$ cat config.mk
export PLATFORM = sky130hd
export DESIGN_NAME = bank_addr_dec
export DESIGN_NICKNAME = d
export VERILOG_FILES = /design/src/rtl/bank_addr_dec.sv
export SDC_FILE = /design/constraint.sdc
export NUM_CORES = 1
export LEC_CHECK = 0
export ABC_AREA = 1
export BUFFER_PORTS_ARGS = -buffer_cell sky130_fd_sc_hd__buf_2
export CAP_MARGIN = 10
export CORE_ASPECT_RATIO = 0.9
export CORE_MARGIN = 3
export CORE_UTILIZATION = 45
export DETAILED_ROUTE_END_ITERATION = 16
export GPL_TIMING_DRIVEN = 0
export PLACE_DENSITY_LB_ADDON = 0.3
export SLEW_MARGIN = 20
export SYNTH_ARGS = -nofsm -noshare
export SYNTH_HDL_FRONTEND = slang
export SYNTH_SLANG_ARGS = --single-unit
$ cat constraint.sdc
create_clock -name clk -period 3.6 [get_ports clk]
set_clock_uncertainty 0.15 [all_clocks]
set_input_delay 0.9 -clock clk [delete_from_list [all_inputs] [get_ports clk]]
set_output_delay 0.9 -clock clk [all_outputs]
set_load 0.01 [all_outputs]
$ cat src/rtl/bank_addr_dec.sv
module bank_addr_dec #(
  parameter int AW = 7,
  parameter int BANK_W = 6,
  parameter int MW = 11,
  parameter logic [7:0] PAR_INIT = 8'hA5
) (
  input  logic              clk,
  input  logic              rst_n,
  input  logic [AW-1:0]     acc_addr,
  input  logic              rd_stb,
  input  logic              wr_stb,
  input  logic [7:0]        wr_data,
  input  logic [2:0]        mem_cfg,
  input  logic [BANK_W-1:0] bank_sel,
  output logic [2:0]        tgt_sel,
  output logic [MW-1:0]     mem_addr,
  output logic [1:0]        mem_area,
  output logic              acc_err,
  output logic [7:0]        iface_par
);
  localparam logic [2:0] T_NONE = 3'd0, T_RAM = 3'd1, T_EXT = 3'd2,
                         T_STAT = 3'd3, T_CMD = 3'd4, T_PAR = 3'd5;
  localparam int CW = BANK_W + 1;
  localparam int DW = BANK_W + 6;

  logic [CW-1:0] n_conf, n_eds, n_user, n_tot, bank_x;
  logic [DW-1:0] dyn_phys;
  logic          direct, par_we, nx_err;
  logic [2:0]    nx_sel;
  logic [MW-1:0] nx_addr;
  logic [1:0]    nx_area;

  always_comb begin
    n_conf = CW'(3); n_eds = '0; n_user = '0;
    case (mem_cfg)
      3'd0: n_conf = CW'(2);
      3'd1: n_eds = CW'(1);
      3'd2: begin n_eds = CW'(4);  n_user = CW'(1);  end
      3'd3: begin n_eds = CW'(4);  n_user = CW'(9);  end
      3'd4: begin n_eds = CW'(12); n_user = CW'(1);  end
      3'd5: begin n_eds = CW'(4);  n_user = CW'(25); end
      3'd6: begin n_eds = CW'(12); n_user = CW'(17); end
      default: begin n_eds = CW'(24); n_user = CW'(5); end
    endcase
  end

  assign n_tot    = n_conf + n_eds + n_user;
  assign bank_x   = {1'b0, bank_sel};
  assign dyn_phys = {bank_sel, acc_addr[5:0]};
  assign direct   = (mem_cfg == 3'd0);

  always_comb begin
    nx_sel = T_NONE; nx_err = 1'b0; nx_addr = '0; nx_area = 2'd0; par_we = 1'b0;
    if (rd_stb && wr_stb) begin
      nx_err = 1'b1;
    end else if (rd_stb || wr_stb) begin
      if (acc_addr == 7'h7C || acc_addr == 7'h4C) begin
        nx_sel = T_PAR;
        par_we = wr_stb;
      end else if (acc_addr >= 7'h75 && acc_addr <= 7'h77) begin
        if (!wr_stb)               nx_sel = T_STAT;
        else if (acc_addr == 7'h77) nx_sel = T_CMD;
        else                        nx_err = 1'b1;
      end else if (direct && acc_addr < 7'h50) begin
        nx_sel = T_RAM;
      end else if (!direct && !acc_addr[6]) begin
        if (bank_x >= n_tot) begin
          nx_err = 1'b1;
        end else begin
          nx_sel  = T_EXT;
          nx_addr = dyn_phys[MW-1:0];
          if (bank_x < n_conf)              nx_area = 2'd0;
          else if (bank_x < n_conf + n_eds) nx_area = 2'd1;
          else                              nx_area = 2'd2;
        end
      end else begin
        nx_sel  = T_EXT;
        nx_addr = MW'(acc_addr);
      end
    end
  end

  always_ff @(posedge clk) begin
    if (!rst_n) begin
      tgt_sel   <= T_NONE;
      mem_addr  <= '0;
      mem_area  <= 2'd0;
      acc_err   <= 1'b0;
      iface_par <= PAR_INIT;
    end else begin
      tgt_sel  <= nx_sel;
      mem_addr <= nx_addr;
      mem_area <= nx_area;
      acc_err  <= nx_err;
      if (par_we) iface_par <= wr_data;
    end
  end

  assert_err_quiet_R8: assert property (@(posedge clk) disable iff (!rst_n)
    acc_err |-> (tgt_sel == T_NONE && mem_addr == '0));

  assert_idle_R11: assert property (@(posedge clk) disable iff (!rst_n)
    (!rd_stb && !wr_stb) |=> (tgt_sel == T_NONE && !acc_err));

  assert_clash_R11: assert property (@(posedge clk) disable iff (!rst_n)
    (rd_stb && wr_stb) |=> (acc_err && $stable(iface_par)));

  assert_par_only_R6: assert property (@(posedge clk) disable iff (!rst_n)
    !(wr_stb && !rd_stb && (acc_addr == 7'h7C || acc_addr == 7'h4C)) |=> $stable(iface_par));

  assert_cmd_write_R5: assert property (@(posedge clk) disable iff (!rst_n)
    (wr_stb && !rd_stb && acc_addr == 7'h77) |=> (tgt_sel == T_CMD));

  assert_direct_low_R3: assert property (@(posedge clk) disable iff (!rst_n)
    (rd_stb && mem_cfg == 3'd0) |=> (mem_addr[MW-1:7] == '0));

  assert_stat_ro_R4: assert property (@(posedge clk) disable iff (!rst_n)
    (wr_stb && !rd_stb && (acc_addr == 7'h75 || acc_addr == 7'h76)) |=> acc_err);
endmodule

Yosys cells after proc, flatten, opt, wreduce, memory -nomap -nowiden --
Cells that the tools add are included.
Storage, ports and cells: flip-flop bits (word level) 25, latch bits 0, bits in writable memories 0, ROM bits 0, output and inout bits 25, word-level logic and storage cells 70, memories 0
Cells by class: add/sub/neg operators 2, $mul 0, div/mod/pow operators 0, $lt $le $gt $ge 6, equal/unequal tests 9, shift operators 0, multiplexer cells 25, bitwise operators 3, reduce and logical (&&, ||, !) cells 18
Operators with widths (count):
- $pmux 5 s5 | 1
- $eq 7x7->1 const B | 3
- $pmux 5 s4 | 1
- $mux 3 | 6
- $add 7x7->7 | 2
- $mux 7 | 2
- $mux 1 | 13
- $eq 3x3->1 const B | 3
- $reduce_or 9->1 | 1
- $reduce_or 8->1 | 1
- $ge 6x7->1 | 1
- $ge 7x7->1 const B | 1
- $le 7x7->1 const B | 1
- $lt 6x7->1 | 1
- $lt 7x7->1 const B | 1
- $eq 3x2->1 const B | 2
- $lt 6x2->1 | 1
- $reduce_or 2->1 | 3
- $reduce_or 3->1 | 2
- $reduce_or 6->1 | 1
- $logic_and 1x1->1 | 4
- $mux 2 | 2
- $reduce_or 4->1 | 1
- $eq 3x1->1 const B | 1
- other kinds (4) | 8

Logic depth before layout (Yosys ltp) --
Gate-level depths: netlist of the first run.
word-level depth 13, depth in mapped cells 22, gate-level depth less buffers 22

Worst setup path before layout of the first run --
No wires, ideal clock.
kind input -> register, from input mem_cfg[0], to register mem_addr[10], setup time 0.065 ns, arrival time 3.556 ns, required time 3.385 ns, slack -0.171 ns, cell stages on the path 18, cells stage by stage inv_1 > nor3_1 > inv_1 > ha_1 > or2_2 > ha_1 > ha_1 > a21oi_1 > o21ai_0 > xnor2_1 > ha_1 > nand2_1 > inv_1 > a21oi_1 > nand3_1 > nor3_2 > nand2_1 > nor2_1
On the way: word-level cells in the longest chain between the ends 7
Ends and longest elaborated chain:
- from (decl) | line 13 | input logic [2:0] mem_cfg,
- $eq 3x3->1 / $eq 3x2->1 (equally long branches) | line 35 | case (mem_cfg)
- $reduce_or 3->1 (no source line) / $reduce_or 2->1 (equally long branches)
- $pmux 5 s4 | line 35
- $add 7x7->7 (2 in series) | line 47 | assign n_tot = n_conf + n_eds + n_user;
- $ge 6x7->1 | line 67 | if (bank_x >= n_tot) begin
- $reduce_or 8->1 (no source line) (*)
- to (signal assigned) | line 92 | mem_addr <= nx_addr;
- to (decl) | line 16 | output logic [MW-1:0] mem_addr,
Every way passes the cells marked *; elsewhere a longest branch is shown, timed or not. A chain may end at the register's enable or synchronous reset.

Worst setup path after layout of the first run --
from input mem_cfg[0], to register mem_area[1]
On the way: word-level cells in the longest chain between the ends 7
Ends and longest elaborated chain:
- $eq 3x3->1 / $eq 3x2->1 (equally long branches) | line 35
- $reduce_or 3->1 (no source line) / $reduce_or 2->1 (equally long branches)
- $pmux 5 s4 | line 35
- $add 7x7->7 | line 47, 73
- $add 7x7->7 | line 47
- $ge 6x7->1 | line 67
- $reduce_or 9->1 (no source line)
- to (signal assigned) | line 93 | mem_area <= nx_area;
- to (decl) | line 17 | output logic [1:0] mem_area,
Parallel ways exist; a longest one is shown, timed or not.

==> results.toml, run 1 <==
[status]
status = "complete, no violations"

[power]
p_switching_mw = 0.223
peakVddDrop_mv = 0.206
power.density_mw_per_mm2 = 327
leakage_nw = 1.15
clkPwrFrac_pct = 23.1
pwr-share-comb_pct = 35.5
netSwitchingFraction_pct = 31.9
power.internal_mw = 0.476
seqPwrFrac_pct = 41.4

[logic_synthesis]
syn_area_per_cell_sq_um = 7.27
yosysSeqAreaShare_pct = 31.7
syn-num-nets = 265
synth-seq-cells = 25
async_flop_share_pct = 0
synthFlopType = "dfxtp_1"
netlist.area_leader.share_pct = 31.7
yosysWarnings = 0
ys_types = 29
synth_edf_count = 0
yosys.area.top_type = "dfxtp_1"
synth.cell_area_sq_mm = 0.00158
synthesis.instances = 217
yosys-top-cells-area = "dfxtp_1 (32%), ha_1 (15%), inv_1 (9.3%)"

[route]
drt-initial-drc-count = 43
drt-pass1-iter-count = 4
drc = 0
ant_nets = 0
num_vias = 1446
viasPerCell = 4.50
routedWlPerCell_um = 10.1
drt-total-wl_mm = 3.23

[cells_and_area]
final_cell_area_sq_mm = 0.00213
drive_gt1_share_pct = 38.7
multiInputGateArea_sq_mm = 0.00101
layout.area.seq_sq_um = 500
final_nets = 328
synthToLayoutAreaGrowth_pct = 35.4
diodes = 0
fill_cells = 296

[placement]
dp_slack_ns = -0.397
dpl_cell_area_sq_mm = 0.00191
dp_hpwl_mm = 2.60
finalWeightedCongestion = 0.789
io_buffers = 52

[floorplanning]
die_w_um = 68.4
die_h_um = 62.2
dieArea_sq_mm = 0.00425
fp-row-count = 19
ios = 53
coreArea_sq_mm = 0.00321
start_util_pct = 49.1

[global_routing]
grt_util_all_layers_pct = 15.0
antenna_found_initial = 0
gr-total-overflow = 0
grt_max_degree = 16
grt_pass1_wl_mm = 5.12
first_global_vias = 1259

[critical_path]
cp_data_arrival_time_ns = 3.52
crit_path_end_kind = "flip-flop"
worst-r2r-setup-slack_ns = 2.86
crit_type = "primary input to flip-flop"
setup.worst_path.start_class = "primary input"
crit_path_max_fanout = 5
required_ns = 3.65

[clock_network]
cts_made_buffers = 3
clk_latency_ns = 0.26
clock_sinks = 25
cts_tree = "yes"
ctsHoldBuffers = 0
clk_pin_slew_worst_paths_ns = 0.08
htreeDepth = 1
root_buffer = "clkbuf_8"
ctsLongestPathBuffers = 2

[timing]
final_hold_viol_count = 0
rsz0062_at_grt = "yes"
setup_viol = 0
finalCritPeriodShare_pct = 96.3
max_freq_ghz = 0.288
min_period_ns = 3.47
maxSlewViolCount = 0
finalWorstSetupSlack_ns = 0.133

[hold_path]
hp-class = "flip-flop to flip-flop"

[run]
cap_violations = 0
area by class of cell:
type | instances | share of cell area (%)
plain buffers | 2 | 0.762
inverters | 44 | 8.21
flip-flops and latches | 25 | 23.4
multi-input cells | 146 | 47.4
clock buffers | 3 | 1.93
well taps | 42 | 2.46
clock inverters | 1 | 0.352
repair buffers | 58 | 15.5
per-layer routing:
| layer | vias to the layer above | wire [um] | share of wire [%] | track usage, % |
|---|---|---|---|---|
| li1 | 803 | - | - | - |
| met1 | 608 | 1510 | 47 | 20.6 |
| met2 | 33 | 1500 | 47 | 23.5 |
| met3 | 2 | 187 | 5.8 | 3.24 |
| met4 | 0 | 25 | 0.77 | 3.72 |
| met5 | - | 0 | 0 | 0 |
power by group through the flow:
stage / clock network (mW) / registers (mW) / logic (mW)
finish: 0.161 / 0.289 / 0.248
global route: 0.182 / 0.291 / 0.289
CTS: 0.169 / 0.290 / 0.208
detailed placement: 0 / 0.296 / 0.204
global placement: 0 / 0.296 / 0.202
floorplan: 0 / 0.302 / 0.140
repair_timing:
item	CTS	global route
setup endpoints to repair	14	15
pin swaps	4	18
endpoints found under the hold margin	0	0
buffers inserted	2	4
gates resized for setup	1	32
metrics by stage:
| stage | instances | utilization [%] | TNS, ns | total power [mW] | hold slack [ns] |
|---|---|---|---|---|---|
| 2_1_floorplan | 217 | - | 0 | 0.443 | 0.317 |
| 3_3_place_gp | 311 | 59.5 | -5.02 | 0.498 | 0.282 |
| 3_5_place_dp | 311 | 59.5 | -4.91 | 0.500 | 0.285 |
| 4_1_cts | 317 | 61.6 | 0 | 0.667 | 0.299 |
| 5_1_grt | 321 | 66.5 | -0.500 | 0.762 | 0.332 |
| 6_report | 321 | 66.5 | 0 | 0.699 | 0.295 |
synth_stat cells (2+ instances only):
cell type and n:
nand3_2 2, ha_1 19, nand4_1 2, nor3_2 3, nor2_1 22, nand3_1 14, nand2_2 8, nor3_1 3
a21oi_2 2, xnor2_1 2, o21ai_0 9, a21oi_1 13, inv_1 39, nand2_1 35, inv_2 4, dfxtp_1 25
nor2_2 3
registers in the layout (all words and copies together), names as in the netlist:
register / count
mem_addr: 11
iface_par: 8
acc_err: 1
mem_area: 2
tgt_sel: 3
worst paths after layout:
| kind | to | from | cells past startpoint |
|---|---|---|---|
| max | mem_area[1] | mem_cfg[0] | 19 |
| min | iface_par[3] | iface_par[3] | 2 |
| max reg2reg | iface_par[6] | iface_par[6] | 2 |
| min reg2reg | iface_par[3] | iface_par[3] | 2 |
kinds of logic after synthesis:
family                   share of synthesized area (%)
AO/OA/AOI/OAI                                     9.92
XOR/XNOR                                          2.14
adder cells (fa/ha/maj)                           16.3
buffers and inverters                             11.5
flip-flops                                        31.7
other                                            0.238
AND/OR/NAND/NOR                                   28.1
cells in the final DEF (no fill, tap or decap), drive strengths merged, types with 6 or more instances in the layout:
master / Yosys / final
nor2: 25 / 25
buf: 2 / 60
a21oi: 15 / 15
nor3: 6 / 6
ha: 19 / 19
dfxtp: 25 / 25
o21ai: 11 / 11
inv: 43 / 43
nand3: 16 / 16
nand2: 43 / 43
worst max-delay path, stage by stage:
cell	delay, ns
buf_12	0.11
nor2_4	0.14
nand2_4	0.09
ha_2	0.20
ha_2	0.20
xnor2_2	0.19
inv_2	0.07
ha_4	0.26
inv_1	0.05
o21ai_2	0.12
xnor2_1	0.13
ha_1	0.26
nand2_2	0.08
inv_2	0.04
a21oi_2	0.13
nand3_2	0.12
nor3_4	0.21
nand3_2	0.11
nor2_1	0.11
Note: power is estimated with default switching activity, not from simulation.
==> run 2, diff against run 1 <==
Settings changed: ABC_AREA 1 to not set, CORE_UTILIZATION 45 to 50.
Clock period 3.6 ns to 4 ns, I/O delays scaled along.
==> run 2 against run 1 <==
Net effect: critical path depth shrank 4; core utilization increased by 2.4 points; sequential power decreased by 10%; clock-buffer cell count unchanged; sequential share of layout area increased by 2.6 points; synthesized area decreased by 5.5%; clock power shrank 30%; wire length decreased by 1.4%; flip-flop and latch count unchanged; critical path type unchanged; largest power group unchanged.
==> results.toml, run 2 <==
[status]
status = "complete, no violations"

[logic_synthesis]
yosysSeqAreaShare_pct = 33.6
netlist.area_leader.share_pct = 33.6
syn-num-nets = 211
yosys.area.top_type = "dfxtp_1"
synthFlopType = "dfxtp_1"
synth.cell_area_sq_mm = 0.00149
yosys-top-cells-area = "dfxtp_1 (34%), ha_1 (16%), mux2i_1 (5.4%)"
ys_types = 35
synth_common_cells = "dfxtp_1 (25), ha_1 (19), nand2_1 (14)"
synth-seq-cells = 25
synth_edf_count = 0
yosysWarnings = 0
synthesis.instances = 163
post-synth-top-count-cell = "dfxtp_1"
async_flop_share_pct = 0
syn_area_per_cell_sq_um = 9.14

[clock_network]
cts_made_buffers = 3
clk_latency_ns = 0.31
ctsLongestPathBuffers = 2
htreeDepth = 1
cts_tree = "yes"
clock_sinks = 25
root_buffer = "clkbuf_4"
clk_pin_slew_worst_paths_ns = 0.14

[global_routing]
antenna_found_initial = 0
grt_pass1_wl_mm = 5.53
gr-total-overflow = 0
grt_max_degree = 16
first_global_vias = 1305
grt_util_all_layers_pct = 18.4

[power]
seqPwrFrac_pct = 46.5
leakage_nw = 0.969
power.density_mw_per_mm2 = 291
pwr-share-comb_pct = 33.5
p_switching_mw = 0.176
clkPwrFrac_pct = 20.0
peakVddDrop_mv = 0.174
power.internal_mw = 0.383
netSwitchingFraction_pct = 31.5

[cells_and_area]
final_common_cell = "buf_2"
largest_reg_flops = 11
final_nets = 268
synthToLayoutAreaGrowth_pct = 29.1
largest-register = "mem_addr"
drive_gt1_share_pct = 32.9
biggestRegsByFlops = "mem_addr: 11 flops, iface_par: 8 flops, tgt_sel: 3 flops"
diodes = 0
final_cell_mix = "buf_2 (52), dfxtp_1 (25), nand2_1 (14)"
fin_cells = 259

[floorplanning]
start_util_pct = 53.4
die_h_um = 57.8
fp-row-count = 18
ios = 53
coreArea_sq_mm = 0.00279
die_w_um = 63.5
dieArea_sq_mm = 0.00367

[critical_path]
r2r_end = "iface_par[7]"
crit_family = "compound AO/OA/AOI/OAI gates"
required_ns = 4.08
crit_type = "primary input to flip-flop"
crit_slowest_cell = "a221oi_1"
worst-r2r-setup-slack_ns = 3.19
crit_path_max_fanout = 7
r2r_cells = 2
r2r-start = "iface_par[7]"
worst-path-buf-inv = 2
cp_cell_sequence = "buf_2 -> nor3_4 -> inv_2 -> ha_4 -> nand2_1 -> o21ai_1 -> xor2_1 -> ha_1 -> a21oi_2 -> xor2_1 -> ha_1 -> a21o_1 -> a221oi_1 -> nor3_1 -> a22o_1"
slowest_delay_ns = 0.45
crit_path_end_kind = "flip-flop"
setup.worst_path.start_class = "primary input"
cp_data_arrival_time_ns = 3.92

[timing]
finalCritPeriodShare_pct = 95.9
rsz0062_at_grt = "no"
setup_viol = 0
tns_ns = 0
max_freq_ghz = 0.261
final_hold_viol_count = 0
min_period_ns = 3.84
slew_headroom_pct = 56.2
maxSlewViolCount = 0
tightestPinTransition_ns = 0.651

[hold_path]
min_path_cells = 2
min-delay-start = "iface_par[2]"
worstHoldEndpoint = "iface_par[2]"
hp-class = "flip-flop to flip-flop"

[placement]
io_buffers = 51
finalWeightedCongestion = 0.845
dp.cells = 254
dp_hpwl_mm = 2.74

[route]
drt-total-wl_mm = 3.18
routedWlPerCell_um = 12.3
drt-initial-drc-count = 66
drc = 0
num_vias = 1357
ant_nets = 0
viasPerCell = 5.24
drt-pass1-iter-count = 6

[run]
cap_violations = 0
run 2: cell types whose count changed in the layout (fill, tap and decap cells not counted), moves of 5 or more:
cell,previous run,this run
nand2_1,33,14
and2_1,0,11
buf_4,6,1
a21oi_1,11,5
xor2_1,0,5
mux2i_1,0,8
nor2b_1,0,5
inv_1,36,10
nand3_1,12,3
nand2_2,9,0
nor2_1,21,9
run 2: area by class of cell:
type	instances	area (sq um)
Buffer	3	23.8
Inverter	11	41.3
Tap cell	40	50.0
Clock inverter	1	7.51
Multi-Input combinational cell	124	1010
Clock buffer	3	22.5
Sequential cell	25	500
Timing Repair Buffer	52	263
Fill cell	248	870
run 2: metrics by stage:
stage                     hold WS, ns  utilization, %  area (sq um)  power [mW]  worst slack, ns
after floorplan                 0.367               -          1570       0.394          -0.0510
after global placement          0.303            67.2          1880       0.440           -0.399
after detailed placement        0.309            67.2          1880       0.450           -0.465
after CTS                       0.344            68.6          1920       0.558           0.0390
after global routing            0.384            68.9          1920       0.596        0.0000222
final                           0.342            68.9          1920       0.559            0.163
run 2: cell families after synthesis:
family / Yosys count / share of synthesized area, %
xor gates and xnor gates: 9 / 5.29
buffers and inverters: 14 / 3.69
muxes: 8 / 5.37
DFF: 25 / 33.6
other: 1 / 0.252
AOI/OAI and AO/OA: 27 / 11.8
adders and majority gates: 20 / 17.3
and+or+nand+nor: 59 / 22.8
run 2: timing repair:
action                                  in CTS  in global routing
hold buffers                                 0                  0
gates resized for setup                      0                  1
pin swaps                                    1                  2
setup buffers                                1                  0
endpoints found under the setup margin      11                 11
run 2: per-layer routing:
layer | track usage [%] | up-vias | wire length, um
met5 | 0 | - | 0
met1 | 20.3 | 635 | 1330
met2 | 35.3 | 38 | 1610
met4 | 5.85 | 0 | 53
met3 | 3.88 | 6 | 186
li1 | - | 678 | -
run 2: tightest hold or removal path: cells and delay by family, from the launching register on:
| family | cells | cell delay (ns) |
|---|---|---|
| DFF | 1 | 0.35 |
| muxes | 1 | 0.07 |
| and+or+nand+nor | 1 | 0.06 |
run 2: how the worst max path moves through the flow:
stage / start / to / slack (ns) / cells past startpoint
global route: mem_cfg[0] / mem_area[1] / 0.00002 / 16
CTS: mem_cfg[0] / mem_area[1] / 0.04 / 16
detailed placement: mem_cfg[2] / mem_area[1] / -0.46 / 16
global placement: mem_cfg[2] / mem_area[1] / -0.40 / 15
finish: mem_cfg[0] / acc_err / 0.16 / 15
floorplan: mem_cfg[1] / mem_area[1] / -0.05 / 14
run 2: power by group through the flow:
stage | Sequential, mW | Clock (mW) | Combinational [mW]
final | 0.260 | 0.112 | 0.187
after global routing | 0.261 | 0.122 | 0.213
after CTS | 0.260 | 0.112 | 0.186
after detailed placement | 0.266 | 0 | 0.184
after global placement | 0.265 | 0 | 0.175
after floorplan | 0.271 | 0 | 0.123
==> run 3, diff against run 2 <==
Settings changed: CELL_PAD_IN_SITES_DETAIL_PLACEMENT set to 0, CELL_PAD_IN_SITES_GLOBAL_PLACEMENT set to 1, CORE_UTILIZATION 50 to 39.
==> run 3 against run 2 <==
Net effect: via count fell by 1.1%; largest power group unchanged; non-clock buffer count increased by 10; sequential power is essentially flat; cell count up 5.4%; power up 13%.
==> results.toml, run 3 (synthesis results as in run 2) <==
[critical_path]
required_ns = 4.06
cp_cell_sequence = "buf_12 -> nor3_4 -> inv_2 -> ha_4 -> ha_4 -> ha_4 -> a21o_1 -> a21oi_2 -> xor2_1 -> ha_1 -> a21o_1 -> a221o_1 -> nor4_4 -> and3_1"
crit_family = "adder cells"
critPathMostFrequentCell = "ha_4"
crit_type = "primary input to flip-flop"
crit_path_max_fanout = 5
setup.worst_path.start_class = "primary input"
path_depth = 14
crit_path_end_kind = "flip-flop"
worst-path-buf-inv = 2
cp_data_arrival_time_ns = 3.97
crit_slowest_cell = "a221o_1"
slowest_delay_ns = 0.39
r2r_cells = 2

[global_routing]
grt_pass1_wl_mm = 5.23
use_met1_pct = 16.0
first_global_vias = 1261
antenna_found_initial = 0
top_usage_layer = "met2"
grt_use_met2_pct = 25.2
gr-total-overflow = 0
met3_usage_pct = 3.26
grt_max_degree = 16
grt_util_all_layers_pct = 13.8

[cells_and_area]
drive_gt1_share_pct = 40.2
biggestRegsByFlops = "mem_addr: 11 flops, iface_par: 8 flops, tgt_sel: 3 flops"
final_common_cell = "buf_2"
diodes = 0
largest_reg_flops = 11
fill_cells = 311
multiInputGateArea_sq_mm = 0.00108
final_cell_mix = "buf_2 (50), dfxtp_1 (25), ha_1 (13)"
final_nets = 278
largest-register = "mem_addr"
layout.area.seq_sq_um = 500
synthToLayoutAreaGrowth_pct = 41.8

[placement]
io_buffers = 51
dp_hpwl_mm = 2.65
finalWeightedCongestion = 0.824

[clock_network]
ctsLongestPathBuffers = 2
clk_pin_slew_worst_paths_ns = 0.09
clock_sinks = 25
ctsHoldBuffers = 0
cts_made_buffers = 3
htreeDepth = 1
cts_tree = "yes"
clk_latency_ns = 0.26
root_buffer = "clkbuf_8"

[timing]
setup_viol = 0
rsz0062_at_grt = "yes"
finalCritPeriodShare_pct = 97.6
tns_ns = 0
tightestPinTransition_ns = 0.612
maxSlewViolCount = 0
final_hold_viol_count = 0
max_freq_ghz = 0.256
min_period_ns = 3.90
slew_headroom_pct = 58.8

[power]
finalPower_mw = 0.630
power.density_mw_per_mm2 = 298
leakage_nw = 1.04
peakVddDrop_mv = 0.155

[route]
drt-initial-drc-count = 24
num_vias = 1342
drt-pass1-iter-count = 4
routedWlPerCell_um = 12.2
drt-total-wl_mm = 3.32
ant_nets = 0
viasPerCell = 4.92
drc = 0

[hold_path]
min_path_cells = 2
hp-class = "flip-flop to flip-flop"

[floorplanning]
die_h_um = 64.6
start_util_pct = 42.2
coreArea_sq_mm = 0.00353
die_w_um = 71.2
fp-row-count = 20
ios = 53
dieArea_sq_mm = 0.00460

[run]
cap_violations = 0

[status]
status = "complete, no violations"
-- run 3: path summary, 6_finish.rpt --
check,to,from,slack [ns]
min,iface_par[5],iface_par[5],0.33
min reg2reg,iface_par[5],iface_par[5],0.33
max reg2reg,iface_par[7],iface_par[7],3.22
max,mem_area[1],mem_cfg[0],0.1
-- run 3: layout make-up --
type,instances,area share (%)
Buffer,3,1.36
Clock inverter,1,0.355
Sequential cell,25,23.7
Inverter,11,2.07
Clock buffer,3,1.95
Multi-Input combinational cell,124,51.2
Tap cell,44,2.61
Timing Repair Buffer,62,16.8
-- run 3: power by group --
part | leakage, nW | internal (mW) | switching, mW
clock network | 0.0217 | 0.0703 | 0.0763
registers | 0.203 | 0.258 | 0.00167
logic | 0.818 | 0.111 | 0.113
-- run 3: worst reg2reg max path: stages (launching register included) --
cell and delay [ns]:
dfxtp_1 0.32, mux2i_1 0.13, nand2_1 0.07
-- run 3: repair_timing --
item,CTS,global route
resized for setup,0,24
setup endpoints to repair,13,15
pin swaps,2,15
gates cloned,0,0
buffers inserted,1,10
-- run 3: per-layer routing --
metal / up-vias / routed length, um / part of all wire (%)
met1: 607 / 1440 / 43
li1: 695 / - / -
met4: 0 / 39 / 1.2
met3: 4 / 201 / 6.0
met5: - / 0 / 0
met2: 36 / 1640 / 49
-- run 3: per-stage QoR --
step / setup slack [ns] / cells / hold WS [ns] / cell area, sq um / utilization, %
6_report: 0.0974 / 273 / 0.334 / 2110 / 59.9
5_1_grt: -0.0670 / 273 / 0.376 / 2110 / 59.9
4_1_cts: 0.0492 / 263 / 0.336 / 1940 / 55.0
3_5_place_dp: -0.488 / 258 / 0.313 / 1880 / 53.4
3_3_place_gp: -0.439 / 258 / 0.307 / 1880 / 53.4
2_1_floorplan: -0.0510 / 163 / 0.367 / 1570 / -
